$ cat src/rtl/mw_pkg.sv
package mw_pkg;

  localparam int ADDR_W  = 6;
  localparam int DATA_W  = 16;
  localparam int HDR_W   = 1 + 2 + ADDR_W;
  localparam int FRAME_W = HDR_W + DATA_W;
  localparam int CLK_CNT_W = 5;

  typedef enum logic [2:0] {
    CMD_READ      = 3'd0,
    CMD_WRITE     = 3'd1,
    CMD_ERASE     = 3'd2,
    CMD_ERASE_ALL = 3'd3,
    CMD_WRITE_ALL = 3'd4,
    CMD_WR_EN     = 3'd5,
    CMD_WR_DIS    = 3'd6
  } mw_cmd_e;

  // opcode sent after the start bit
  function automatic logic [1:0] op_bits(input logic [2:0] c);
    case (c)
      CMD_READ:  op_bits = 2'b10;
      CMD_WRITE: op_bits = 2'b01;
      CMD_ERASE: op_bits = 2'b11;
      default:   op_bits = 2'b00;
    endcase
  endfunction

  // address field; the special commands encode themselves in the top two bits
  function automatic logic [ADDR_W-1:0] addr_bits(input logic [2:0] c,
                                                  input logic [ADDR_W-1:0] a);
    case (c)
      CMD_READ, CMD_WRITE, CMD_ERASE: addr_bits = a;
      CMD_ERASE_ALL: addr_bits = {2'b10, {(ADDR_W-2){1'b0}}};
      CMD_WRITE_ALL: addr_bits = {2'b01, {(ADDR_W-2){1'b0}}};
      CMD_WR_EN:     addr_bits = {2'b11, {(ADDR_W-2){1'b0}}};
      default:       addr_bits = {2'b00, {(ADDR_W-2){1'b0}}};
    endcase
  endfunction

  function automatic logic carries_data(input logic [2:0] c);
    carries_data = (c == CMD_WRITE) || (c == CMD_WRITE_ALL);
  endfunction

  function automatic logic is_program(input logic [2:0] c);
    is_program = (c == CMD_WRITE) || (c == CMD_ERASE) ||
                 (c == CMD_ERASE_ALL) || (c == CMD_WRITE_ALL);
  endfunction

  function automatic logic [FRAME_W-1:0] frame_bits(input logic [2:0] c,
                                                    input logic [ADDR_W-1:0] a,
                                                    input logic [DATA_W-1:0] d);
    frame_bits = {1'b1, op_bits(c), addr_bits(c, a),
                  carries_data(c) ? d : {DATA_W{1'b0}}};
  endfunction

  // serial clocks per frame: read adds one skipped bit plus the word
  function automatic logic [CLK_CNT_W-1:0] clocks_of(input logic [2:0] c);
    if (c == CMD_READ)      clocks_of = CLK_CNT_W'(HDR_W + 1 + DATA_W);
    else if (carries_data(c)) clocks_of = CLK_CNT_W'(FRAME_W);
    else                    clocks_of = CLK_CNT_W'(HDR_W);
  endfunction

endpackage

$ cat src/rtl/mw_sck_tick.sv
module mw_sck_tick #(
  parameter int HALF = 25
) (
  input  logic clk,
  input  logic rst_n,
  input  logic en,
  output logic tick
);
  localparam int W = (HALF < 2) ? 1 : $clog2(HALF + 1);

  logic [W-1:0] cnt;

  assign tick = en && (cnt == W'(HALF - 1));

  always_ff @(posedge clk or negedge rst_n) begin
    if (!rst_n)      cnt <= '0;
    else if (!en)    cnt <= '0;
    else if (tick)   cnt <= '0;
    else             cnt <= cnt + W'(1);
  end
endmodule

$ cat src/rtl/mw_span_timer.sv
module mw_span_timer #(
  parameter int LIMIT = 25
) (
  input  logic                             clk,
  input  logic                             rst_n,
  input  logic                             en,
  output logic [$clog2(LIMIT + 1)-1:0]     count,
  output logic                             hit
);
  localparam int W = $clog2(LIMIT + 1);

  assign hit = en && (count == W'(LIMIT - 1));

  always_ff @(posedge clk or negedge rst_n) begin
    if (!rst_n)    count <= '0;
    else if (!en)  count <= '0;
    else if (!hit) count <= count + W'(1);
  end
endmodule

$ cat src/rtl/mw_bit_engine.sv
module mw_bit_engine
  import mw_pkg::*;
(
  input  logic                  clk,
  input  logic                  rst_n,
  input  logic                  start,
  input  logic [FRAME_W-1:0]    frame,
  input  logic [CLK_CNT_W-1:0]  nclk,
  input  logic                  tick,
  input  logic                  sdi,
  output logic                  active,
  output logic                  sclk,
  output logic                  sdo,
  output logic                  last_fall,
  output logic [DATA_W-1:0]     rdata
);
  localparam logic [CLK_CNT_W-1:0] FIRST_KEEP = CLK_CNT_W'(HDR_W + 1);

  logic [FRAME_W-1:0]   sreg;
  logic [CLK_CNT_W-1:0] cnt;
  logic [CLK_CNT_W-1:0] nclk_q;

  assign sdo       = active && sreg[FRAME_W-1];
  assign last_fall = active && tick && sclk && (cnt == nclk_q);

  always_ff @(posedge clk or negedge rst_n) begin
    if (!rst_n) begin
      active <= 1'b0;
      sclk   <= 1'b0;
      sreg   <= '0;
      cnt    <= '0;
      nclk_q <= '0;
      rdata  <= '0;
    end else if (start) begin
      active <= 1'b1;
      sclk   <= 1'b0;
      sreg   <= frame;
      cnt    <= '0;
      nclk_q <= nclk;
      rdata  <= '0;
    end else if (active && tick) begin
      if (!sclk) begin
        sclk <= 1'b1;
        cnt  <= cnt + CLK_CNT_W'(1);
        // rising edge number cnt+1; edge HDR_W+1 carries the dummy bit
        if (cnt >= FIRST_KEEP) rdata <= {rdata[DATA_W-2:0], sdi};
      end else begin
        sclk <= 1'b0;
        sreg <= {sreg[FRAME_W-2:0], 1'b0};
        if (cnt == nclk_q) active <= 1'b0;
      end
    end
  end
endmodule

$ cat src/rtl/mw_host_ctrl.sv
module mw_host_ctrl
  import mw_pkg::*;
#(
  parameter int SCK_HALF   = 25,
  parameter int CS_GAP     = 25,
  parameter int POLL_LIMIT = 1000000
) (
  input  logic        clk,
  input  logic        rst_n,
  input  logic        cmd_valid,
  output logic        cmd_ready,
  input  logic [2:0]  cmd_op,
  input  logic [5:0]  cmd_addr,
  input  logic [15:0] cmd_wdata,
  output logic        rsp_done,
  output logic [15:0] rsp_rdata,
  output logic        rsp_err,
  output logic        ee_cs,
  output logic        ee_sck,
  output logic        ee_di,
  input  logic        ee_do
);
  localparam int GAP_W  = $clog2(CS_GAP + 1);
  localparam int POLL_W = $clog2(POLL_LIMIT + 1);

  typedef enum logic [2:0] {ST_IDLE, ST_SHIFT, ST_GAP, ST_POLL, ST_FIN} st_e;

  st_e         state;
  logic [2:0]  cmd_q;
  logic        polled_q;
  logic        err_q;

  // named events for the checker
  logic accept_w, frame_end_w, gap_done_w, poll_w, status_ok_w, timeout_w;

  logic              tick, eng_active;
  logic [DATA_W-1:0] eng_rdata;
  logic [GAP_W-1:0]  gap_cnt;
  logic [POLL_W-1:0] poll_cnt;
  logic              poll_hit;

  assign accept_w = cmd_valid && (state == ST_IDLE);
  assign poll_w   = (state == ST_POLL);

  mw_sck_tick #(.HALF(SCK_HALF)) u_tick (
    .clk(clk), .rst_n(rst_n), .en(eng_active), .tick(tick)
  );

  mw_bit_engine u_eng (
    .clk(clk), .rst_n(rst_n),
    .start(accept_w),
    .frame(frame_bits(cmd_op, cmd_addr, cmd_wdata)),
    .nclk(clocks_of(cmd_op)),
    .tick(tick), .sdi(ee_do),
    .active(eng_active), .sclk(ee_sck), .sdo(ee_di),
    .last_fall(frame_end_w), .rdata(eng_rdata)
  );

  mw_span_timer #(.LIMIT(CS_GAP)) u_gap (
    .clk(clk), .rst_n(rst_n), .en(state == ST_GAP),
    .count(gap_cnt), .hit(gap_done_w)
  );

  mw_span_timer #(.LIMIT(POLL_LIMIT)) u_poll (
    .clk(clk), .rst_n(rst_n), .en(poll_w),
    .count(poll_cnt), .hit(poll_hit)
  );

  // status is trusted once chip select has been high for a half period
  assign status_ok_w = poll_w && (poll_cnt >= POLL_W'(SCK_HALF)) && ee_do;
  assign timeout_w   = poll_w && poll_hit && !status_ok_w;

  always_ff @(posedge clk or negedge rst_n) begin
    if (!rst_n) begin
      state    <= ST_IDLE;
      cmd_q    <= 3'd0;
      polled_q <= 1'b0;
      err_q    <= 1'b0;
    end else begin
      case (state)
        ST_IDLE: if (accept_w) begin
          state    <= ST_SHIFT;
          cmd_q    <= cmd_op;
          polled_q <= 1'b0;
          err_q    <= 1'b0;
        end
        ST_SHIFT: if (frame_end_w) state <= ST_GAP;
        ST_GAP: if (gap_done_w)
          state <= (is_program(cmd_q) && !polled_q) ? ST_POLL : ST_FIN;
        ST_POLL: begin
          if (status_ok_w) begin
            state    <= ST_GAP;
            polled_q <= 1'b1;
          end else if (timeout_w) begin
            state    <= ST_GAP;
            polled_q <= 1'b1;
            err_q    <= 1'b1;
          end
        end
        default: state <= ST_IDLE;
      endcase
    end
  end

  assign cmd_ready = (state == ST_IDLE);
  assign ee_cs     = (state == ST_SHIFT) || poll_w;
  assign rsp_done  = (state == ST_FIN);
  assign rsp_err   = rsp_done && err_q;
  assign rsp_rdata = (rsp_done && cmd_q == CMD_READ) ? eng_rdata : '0;

endmodule

$ cat config.mk
export PLATFORM = sky130hd
export DESIGN_NAME = mw_host_ctrl
export DESIGN_NICKNAME = d
export VERILOG_FILES = /design/src/rtl/mw_pkg.sv /design/src/rtl/mw_sck_tick.sv /design/src/rtl/mw_span_timer.sv /design/src/rtl/mw_bit_engine.sv /design/src/rtl/mw_host_ctrl.sv
export SDC_FILE = /design/constraint.sdc
export NUM_CORES = 1
export LEC_CHECK = 0
export ABC_CLOCK_PERIOD_IN_PS = 5600
export BUFFER_PORTS_ARGS = -buffer_cell sky130_fd_sc_hd__buf_4
export CAP_MARGIN = 20
export CORE_AREA = 2 2 103 105
export DETAILED_ROUTE_END_ITERATION = 6
export DIE_AREA = 0 0 105 107
export GPL_TIMING_DRIVEN = 1
export SYNTH_ARGS = -nofsm -noshare
export SYNTH_HDL_FRONTEND = slang
export SYNTH_SLANG_ARGS = --single-unit
export TNS_END_PERCENT = 20
$ cat constraint.sdc
create_clock -name clk -period 5.6 [get_ports clk]
set_clock_uncertainty 0.15 [all_clocks]
set_input_delay 0.28 -clock clk [delete_from_list [all_inputs] [get_ports clk]]
set_output_delay 0.28 -clock clk [all_outputs]
set_load 0.1 [all_outputs]
# Word-level counts from Yosys, hierarchy flattened
# Cells that the tools add are included.
# W data, S select, Z words.
classes:
  n_reduce_logical: 39
  n_lt_le_gt_ge: 2
  n_mux: 42
  addsub: 4
  n_eq_ne: 26
ops:
  columns: ["operator", "count"]
  rows:
  - ["$mux W16", 6]
  - ["$mux W25", 3]
  - ["$mux W5", 9]
  - ["$mux W20", 2]
  - ["$pmux W6 S4", 1]
  - ["$add A20 B1 Y20 const B", 1]
  - ["$eq A20 B20 Y1 const B", 1]
  - ["$ge A20 B5 Y1 const B", 1]
  - ["$eq A3 B2 Y1 const B", 6]
  - ["$mux W3", 6]
  - ["$add A5 B1 Y5 const B", 3]
  - ["$logic_and A1 B1 Y1", 15]
  - ["$eq A3 B3 Y1 const B", 4]
  - ["$ne A2 B2 Y1 const B", 6]
  - ["$pmux W3 S4", 1]
  - ["$mux W1", 11]
  - ["$eq A5 B5 Y1 const B", 2]
  - ["$reduce_bool A2 Y1", 5]
  - ["$eq A3 B1 Y1 const B", 3]
  - ["$logic_not A3 Y1", 3]
  - ["$reduce_and A3 Y1", 3]
  - ["$reduce_and A4 Y1", 2]
  - ["$pmux W2 S3", 1]
  - ["$reduce_and A2 Y1", 3]
  - ["8 further kinds", 15]
totals:
  regBits: 91
  in_bits: 29
  output_inout_bits: 22
  wordCells: 126

# Depth between registers and ports, before layout
# Gate-level depths: netlist of run 1.
depth:
  depth_word: 8
  mapped_depth: 9
  mapped_depth_nobuf: 7

# By module
# Synthesis of run 1 repeated with hierarchy kept, for this count alone.
unflattened:
  hier_cells: 488
  area_unflattened_um2: 4999.8
by_module_without_submodules:
  columns: ["mod", "n_inst", "seq_area_each_um2", "area_per_inst_um2", "cells_each"]
  rows:
  - ["mw_bit_engine", 1, 1326.3, 2478.6, 219]
  - ["mw_span_timer (u_poll)", 1, 500.5, 1096.1, 112]
  - ["mw_host_ctrl", 1, 200.2, 848.3, 106]
  - ["mw_span_timer (u_gap)", 1, 125.1, 291.5, 28]
  - ["mw_sck_tick", 1, 125.1, 285.3, 23]

# Worst setup path after synthesis of run 1
# OpenSTA, ideal clock, no wires.
synth_path:
  kind: "reg2reg"
  startpoint: "register state[1]"
  endpoint: "register u_eng.sreg[11]"
  path_stages_with_launch: 8
  synth_period_minus_slack_ps: 4122
  setup_ps: 77
  setup_slack_ps: 1478
  t_arrival_ps: 3894
  required_ps: 5373
  path_buffers: 2
  path_cell_list: "dfrtp_1 > clkbuf_1 > nor3_1 > nand2_1 > nor3_2 > buf_2 > nand2_1 > a21oi_1"
synth_via:
  elab_chain_cells: 4
  elab_cells_between_ends: 6
  cone_classes: "1 x mux; 5 x reduce/logical"
synth_lines:
  columns: ["element", "line_no", "source"]
  rows:
  - ["start, declared", "mw_host_ctrl.sv:28", "st_e state;"]
  - ["start signal, assigned", "mw_host_ctrl.sv:89", "state <= (is_program(cmd_q) && !polled_q) ? ST_POLL : ST_FIN;"]
  - ["$logic_not A3 Y1 *", null, null]
  - ["via cmd_ready", "mw_host_ctrl.sv:11", "output logic cmd_ready,"]
  - ["$logic_and A1 B1 Y1 *", "mw_host_ctrl.sv:42", "assign accept_w = cmd_valid && (state == ST_IDLE);"]
  - ["$reduce_bool A2 Y1 (no line)", null, null]
  - ["$reduce_and A2 Y1 (no line)", null, null]
  - ["end signal, assigned", "mw_bit_engine.sv:37", "sreg <= frame;"]
  - ["end signal, assigned", "mw_bit_engine.sv:49", "sreg <= {sreg[FRAME_W-2:0], 1'b0};"]
  - ["end, declared", "mw_bit_engine.sv:19", "logic [FRAME_W-1:0] sreg;"]
# Mark *: on every way through the listed nets, which the timed path passes. The rest lies on a longest branch.
# A chain may end at the register's enable or synchronous reset.

# Final worst setup path of run 1
layout_path:
  startpoint: "register u_tick.cnt[0]"
  endpoint: "register state[0]"
layout_via:
  elab_chain_cells: 7
layout_lines:
  columns: ["element", "line_no", "source"]
  rows:
  - ["start, declared", "mw_sck_tick.sv:11", "logic [W-1:0] cnt;"]
  - ["start signal, assigned", "mw_sck_tick.sv:19", "else cnt <= cnt + W'(1);"]
  - ["$eq A5 B5 Y1", "mw_sck_tick.sv:13", "assign tick = en && (cnt == W'(HALF - 1));"]
  - ["$logic_and A1 B1 Y1", "mw_sck_tick.sv:13", null]
  - ["$logic_and A1 B1 Y1 (3 in a row)", "mw_bit_engine.sv:24", "assign last_fall = active && tick && sclk && (cnt == nclk_q);"]
  - ["$ne A2 B2 Y1 (no line)", null, null]
  - ["$reduce_and A4 Y1 (no line)", null, null]
# No other way between the ends.

==> out/qor.yml, run 1 <==
hold_end: "u_eng.sreg[20]$_DFFE_PN0P_"
finalSetupViolCount: 0
critPathLaunchType: "flop"
worst_slew_pin_slew_ns: 0.960
reg2reg_from: "u_tick.cnt[0]$_DFF_PN0_"
criticalPathCategory: "flop to flop"
async_flop_share_pct: 100
worstSkewPairLatency_ns: 0.37
fp-row-count: 37
dieArea_um2: 11200
yosys.area.top_type: "dfrtp_1"
finalHoldViolCount: 0
htree_levels: 3
fp.dieW_um: 105
cts_tree: "yes"
clkTransAtPathRegs_ns: 0.08
holdPathStages: 3
synth_top_area_share_pct: 50.3
reg2reg_slack_ns: 3.00
rsz0062_at_grt: "false"
track_usage_pct: 17.7
dp_worst_setup_slack_ns: 3.01
final_cell_area_um2: 5360
postCtsResizedCells: 0
crit_family: "simple AND/OR/NAND/NOR gates"
hold_class: "input port to flop"
finalSetupTns_ns: 0
cp_max_fo: 27
grt_max_degree: 62
min-delay-start: "cmd_addr[4]"
fp.dieH_um: 107
layout-drive-gt1-share_pct: 15.0
portBuffers: 50
power_mw: 1.09
dp_hpwl_um: 6250
status: "complete, no violations"
synth_edf_count: 0
wl_um: 9180
avgSynthCellArea_um2: 9.65
synth_cell_type_count: 49
ios: 51
crit_path_max_incr_delay_ns: 0.64
slew_headroom_pct: 35.6
maxCapViolations: 0
vias: 3468
cts-root-buf: "clkbuf_8"
crit_required_ns: 5.74
grt_pass1_vias: 3440
crit_slowest_cell: "or4_4"
route.detailed.drc: 0
placed_area_um2: 4960
crit_chain: "inv_1, ha_1, and4b_2, nand3_4, or4_4, a221oi_2, mux2i_1"
r2r-end: "state[0]$_DFFE_PN0P_"
grt_pass1_wl_um: 15900
synth_area_leaders: "dfrtp_1 (50%), mux2i_1 (6.0%), nor2_1 (6.0%)"
post_drt_wl_per_cell_um: 13.7
cts_buffers: 9
crit_buf_inv: 1
ys_ff_latch: 90
drt_iter0_drc: 132
synth_ff_type: "dfrtp_1"
cts_max_path_buffers: 2
gr-total-overflow: 0
place.gp.congestion: 0.835
dr.pass1.iters: 4
ys_seq_area_share_pct: 50.3
vias_per_cell: 5.18
syn2layout_area_growth_pct: 19.7
slew_violations: 0
p_leak_nw: 2.39
fin_nets: 566
fmax_mhz: 384
cts_sinks: 90
endpoint_kind: "flop"
min_period_over_period_pct: 46.4
r2r_cells: 7
peakVddDrop_v: 0.000167
antenna_found_initial: 0
synthCells: 464
synth_warnings: 0
arrival_ns: 2.74
ant_nets: 0
antenna_cells: 0
period_needed_ns: 2.60
postLayoutSetupSlackWorst_ns: 3.00
core_area_um2: 10100
initial_utilization_pct: 44.4
timing.hold.ws_ns: 0.0203
syn_nets: 502
power_per_cell_area_nw_per_um2: 204
synth_area_um2: 4480
state kept, by name, indices dropped and copies added, names as in the netlist, 3 cells and up:
name	cells
u_eng.sreg	25
u_poll.count	20
u_eng.rdata	16
u_eng.cnt	5
u_gap.count	5
u_tick.cnt	5
u_eng.nclk_q	4
cmd_q	3
state	3
routing by layer:
layer	share of wire (%)	global-route usage (%)	vias up
li1	-	-	1729
met1	48	22.3	1688
met2	48	29.4	44
met3	3.1	5.47	7
met4	0.94	5.14	0
met5	0	0	-
worst min-delay path, cell delays in order:
cell      delay, ns
buf_4          0.08
o211ai_1       0.08
o21ai_0        0.07
logic make-up after synthesis:
group	Yosys count	share of synthesized area (%)
and+or+nand+nor	199	21.9
buffers and inverters	34	3.07
muxes	27	6.04
adders and majority gates	9	2.51
AOI/OAI and AO/OA	72	9.72
xor gates and xnor gates	33	6.45
DFF	90	50.3
worst max path at each step:
stage,from,end,depth (start not counted)
2_1_floorplan,state[1]$_DFFE_PN0P_,u_eng.sreg[11]$_DFFE_PN0P_,7
3_3_place_gp,u_tick.cnt[0]$_DFF_PN0_,state[0]$_DFFE_PN0P_,7
3_5_place_dp,u_tick.cnt[0]$_DFF_PN0_,state[0]$_DFFE_PN0P_,7
4_1_cts,u_tick.cnt[0]$_DFF_PN0_,state[0]$_DFFE_PN0P_,7
5_1_grt,state[2]$_DFFE_PN0P_,u_eng.sreg[14]$_DFFE_PN0P_,6
6_report,u_tick.cnt[0]$_DFF_PN0_,state[0]$_DFFE_PN0P_,7
what timing repair did:
item                      in CTS  in global routing
hold buffers                  21                  0
setup buffers                  0                  0
hold endpoints to repair      49                  0
Yosys cell counts, types with 6 or more instances:
cell type and n:
a21oi_1 21, and2_1 6, and3_1 22, clkbuf_1 19, dfrtp_1 90, ha_1 9, inv_1 10, mux2i_1 27
nand2_1 46, nand3_1 12, nand4_1 9, nor2_1 72, nor3_1 6, o21ai_0 27, xnor2_1 10, xor2_1 23
cell usage in the layout (no fill, tap or decap), drive strengths merged, types with 6 or more instances in the layout:
cell,instances
xor2,23
nor3,7
and2,6
mux2i,27
o21ai,28
dlygate4sd3,21
nand3,14
ha,9
xnor2,10
and3,22
nand2,46
buf,56
a21oi,21
dfrtp,90
nor2,72
nand4,9
inv,10
clkbuf,12
where the power goes:
group	internal, mW	switching (mW)	leakage (nW)	total, mW
Clock	0.174	0.224	0.0903	0.397
Sequential	0.650	0.000300	1.08	0.650
Combinational	0.0243	0.0227	1.22	0.0471
final cells by class:
class / instances / area, µm²
fillers: 943 / 4730
multi-input cells: 340 / 2090
clock buffers: 12 / 145
clock inverters: 4 / 27.5
flip-flops and latches: 90 / 2250
well taps: 136 / 170
repair buffers: 77 / 638
inverters: 10 / 37.5
stage by stage:
stage | util (%) | cells
2_1_floorplan | - | 464
3_3_place_gp | 49.2 | 631
3_5_place_dp | 49.2 | 631
4_1_cts | 53.0 | 668
5_1_grt | 53.1 | 669
6_report | 53.1 | 669
No activity file was read; power rests on OpenSTA's default activity.
==> run 2, diff against run 1 <==
ABC_AREA = 1   (was not set)
ABC_CLOCK_PERIOD_IN_PS = 2380   (was 5600)
CORE_AREA = 2 2 107 109   (was 2 2 103 105)
DIE_AREA = 0 0 109 111   (was 0 0 105 107)
PLACE_DENSITY = 0.65   (was not set)
clock period = 2.38 ns   (was 5.6 ns; I/O delays follow)
==> run 2 against run 1 <==
Critical endpoint is now rsp_rdata[10]. Highest routed layer unchanged. Core utilization grew 0.97 points. Flip-flop and latch count is the same. Worst hold slack lost 0.015 ns. Global-route usage grew 0.80 points. Via count grew 19%. Cell area grew 12%.
==> out/qor.yml, run 2 <==
async_flop_share_pct: 100
min-delay-start: "cmd_op[1]"
maxCapViolations: 0
reg2reg_from: "state[0]$_DFFE_PN0P_"
crit_required_ns: 2.11
dp_hpwl_um: 7290
fp.dieW_um: 109
drt_iter0_drc: 212
avgSynthCellArea_um2: 7.89
synth_most_common_cell: "nand2_1"
ys_seq_area_share_pct: 46.7
grt-busiest-layer: "met2"
route.detailed.drc: 0
reg2reg_slack_ns: 0.52
power_per_cell_area_nw_per_um2: 918
vias: 4141
synth_warnings: 0
slew_violations: 0
use_met2_pct: 30.0
syn_nets: 649
arrival_ns: 2.01
groute.layer.met3.usage_pct: 4.17
antenna_found_initial: 0
vias_per_cell: 5.00
gr-usage-met1_pct: 24.6
cts_max_path_buffers: 2
min_period_over_period_pct: 95.7
ant_nets: 0
worstSkewPairLatency_ns: 0.34
core_area_um2: 11100
grt_max_degree: 47
hold_end: "cmd_q[1]$_DFFE_PN0P_"
antenna_cells: 0
cts_buffers: 9
r2r_cells: 8
htree_levels: 3
mostFrequentLayoutCells: "nand2_1 (114), dfrtp_1 (90), nor2_1 (79)"
synth_top_area_share_pct: 46.7
portBuffers: 50
synthCells: 611
worst_slew_pin_slew_ns: 0.614
synth_area_um2: 4820
initial_utilization_pct: 43.5
synth_cell_type_count: 39
ys_ff_latch: 90
fp.dieH_um: 111
criticalPathCategory: "flop to output pin"
slew_headroom_pct: 59.1
syn2layout_area_growth_pct: 24.2
holdPathStages: 3
track_usage_pct: 18.5
ys_top_cells_by_count: "nand2_1 (115), nor2_1 (95), dfrtp_1 (90)"
hold_class: "input port to flop"
cp_max_fo: 16
wl_um: 10500
cts_sinks: 90
endpoint_kind: "output pin"
critPathLaunchType: "flop"
post_drt_wl_per_cell_um: 12.6
finalSetupTns_ns: 0
yosys.area.top_type: "dfrtp_1"
fin_nets: 718
cts-root-buf: "clkbuf_16"
dieArea_um2: 12100
finalSetupViolCount: 0
cts_tree: "yes"
gr-total-overflow: 0
clkTransAtPathRegs_ns: 0.06
p_leak_nw: 2.76
fp-row-count: 39
layout-drive-gt1-share_pct: 19.7
fmax_mhz: 439
peakVddDrop_v: 0.000688
power_mw: 5.50
dr.pass1.iters: 4
dp_cells: 791
synth_ff_type: "dfrtp_1"
ios: 51
synth_area_leaders: "dfrtp_1 (47%), nand2_1 (8.9%), nor2_1 (7.4%)"
rsz0062_at_grt: "false"
finalHoldViolCount: 0
regMostFlops: "u_eng.sreg"
grt_pass1_wl_um: 17900
period_needed_ns: 2.28
fin_cells: 828
postCtsResizedCells: 0
grt_pass1_vias: 4004
r2r-end: "u_eng.nclk_q[4]$_DFFE_PN0P_"
final_common_cell: "nand2_1"
largest_reg_flops: 25
place.gp.congestion: 0.842
reg_top3: "u_eng.sreg (25), u_poll.count (20), u_eng.rdata (16)"
status: "complete, no violations"
synth_edf_count: 0
[run 2: cell type report]
type / count / area [µm²]
fillers: 1005 / 5090
multi-input cells: 427 / 2300
flip-flops and latches: 90 / 2250
repair buffers: 76 / 636
inverters: 76 / 290
clock buffers: 11 / 243
well taps: 143 / 179
clock inverters: 5 / 85.1
[run 2: report_power, final]
group / internal [mW] / switching (mW) / total, mW
combinational: 0.579 / 1.24 / 1.82
clock: 0.955 / 0.606 / 1.56
sequential: 1.86 / 0.248 / 2.11
total: 3.40 / 2.10 / 5.50
[run 2: cells by family after synthesis]
group | synth area share, %
XOR/XNOR | 1.63
AO/OA/AOI/OAI | 12.9
adder cells (fa/ha/maj) | 2.33
buffers and inverters | 8.53
AND/OR/NAND/NOR | 27.9
flip-flops | 46.7
[run 2: layer usage]
layer,up-vias,share of wire [%]
met5,-,0
met4,0,0.80
met3,6,3.4
met2,63,49
met1,1962,47
li1,2110,-
[run 2: through the flow]
step | hold slack [ns] | setup slack [ns] | util (%) | area (µm²)
after floorplan | -0.327 | -0.220 | - | 4980
after global placement | 0.0207 | 0.532 | 49.2 | 5450
after detailed placement | 0.0311 | 0.443 | 49.2 | 5450
after CTS | 0.00433 | 0.0750 | 54.1 | 5990
after global routing | 0.0351 | 0.000363 | 54.1 | 5990
final | 0.00581 | 0.103 | 54.1 | 5990
[run 2: how the worst max path moves through the flow]
stage	from	to	slack [ns]	depth (start not counted)
after global placement	state[0]$_DFFE_PN0P_	u_eng.nclk_q[4]$_DFFE_PN0P_	0.53	8
after global routing	cmd_q[1]$_DFFE_PN0P_	rsp_rdata[10]	0.0004	4
after CTS	cmd_q[1]$_DFFE_PN0P_	rsp_rdata[10]	0.07	4
final	cmd_q[1]$_DFFE_PN0P_	rsp_rdata[10]	0.10	4
after detailed placement	cmd_q[1]$_DFFE_PN0P_	rsp_rdata[10]	0.44	4
after floorplan	state[0]$_DFFE_PN0P_	rsp_rdata[10]	-0.22	4
[run 2: what timing repair did]
item / in CTS / in global routing
setup buffers: 0 / 0
hold buffers: 21 / 0
hold endpoints to repair: 64 / 0
[run 2: critical path, cell delays in order (launching register included)]
cell     delay, ns
dfrtp_1       0.39
nor3_1        0.41
nand2_4       0.37
nor2_4        0.19
buf_4         0.29
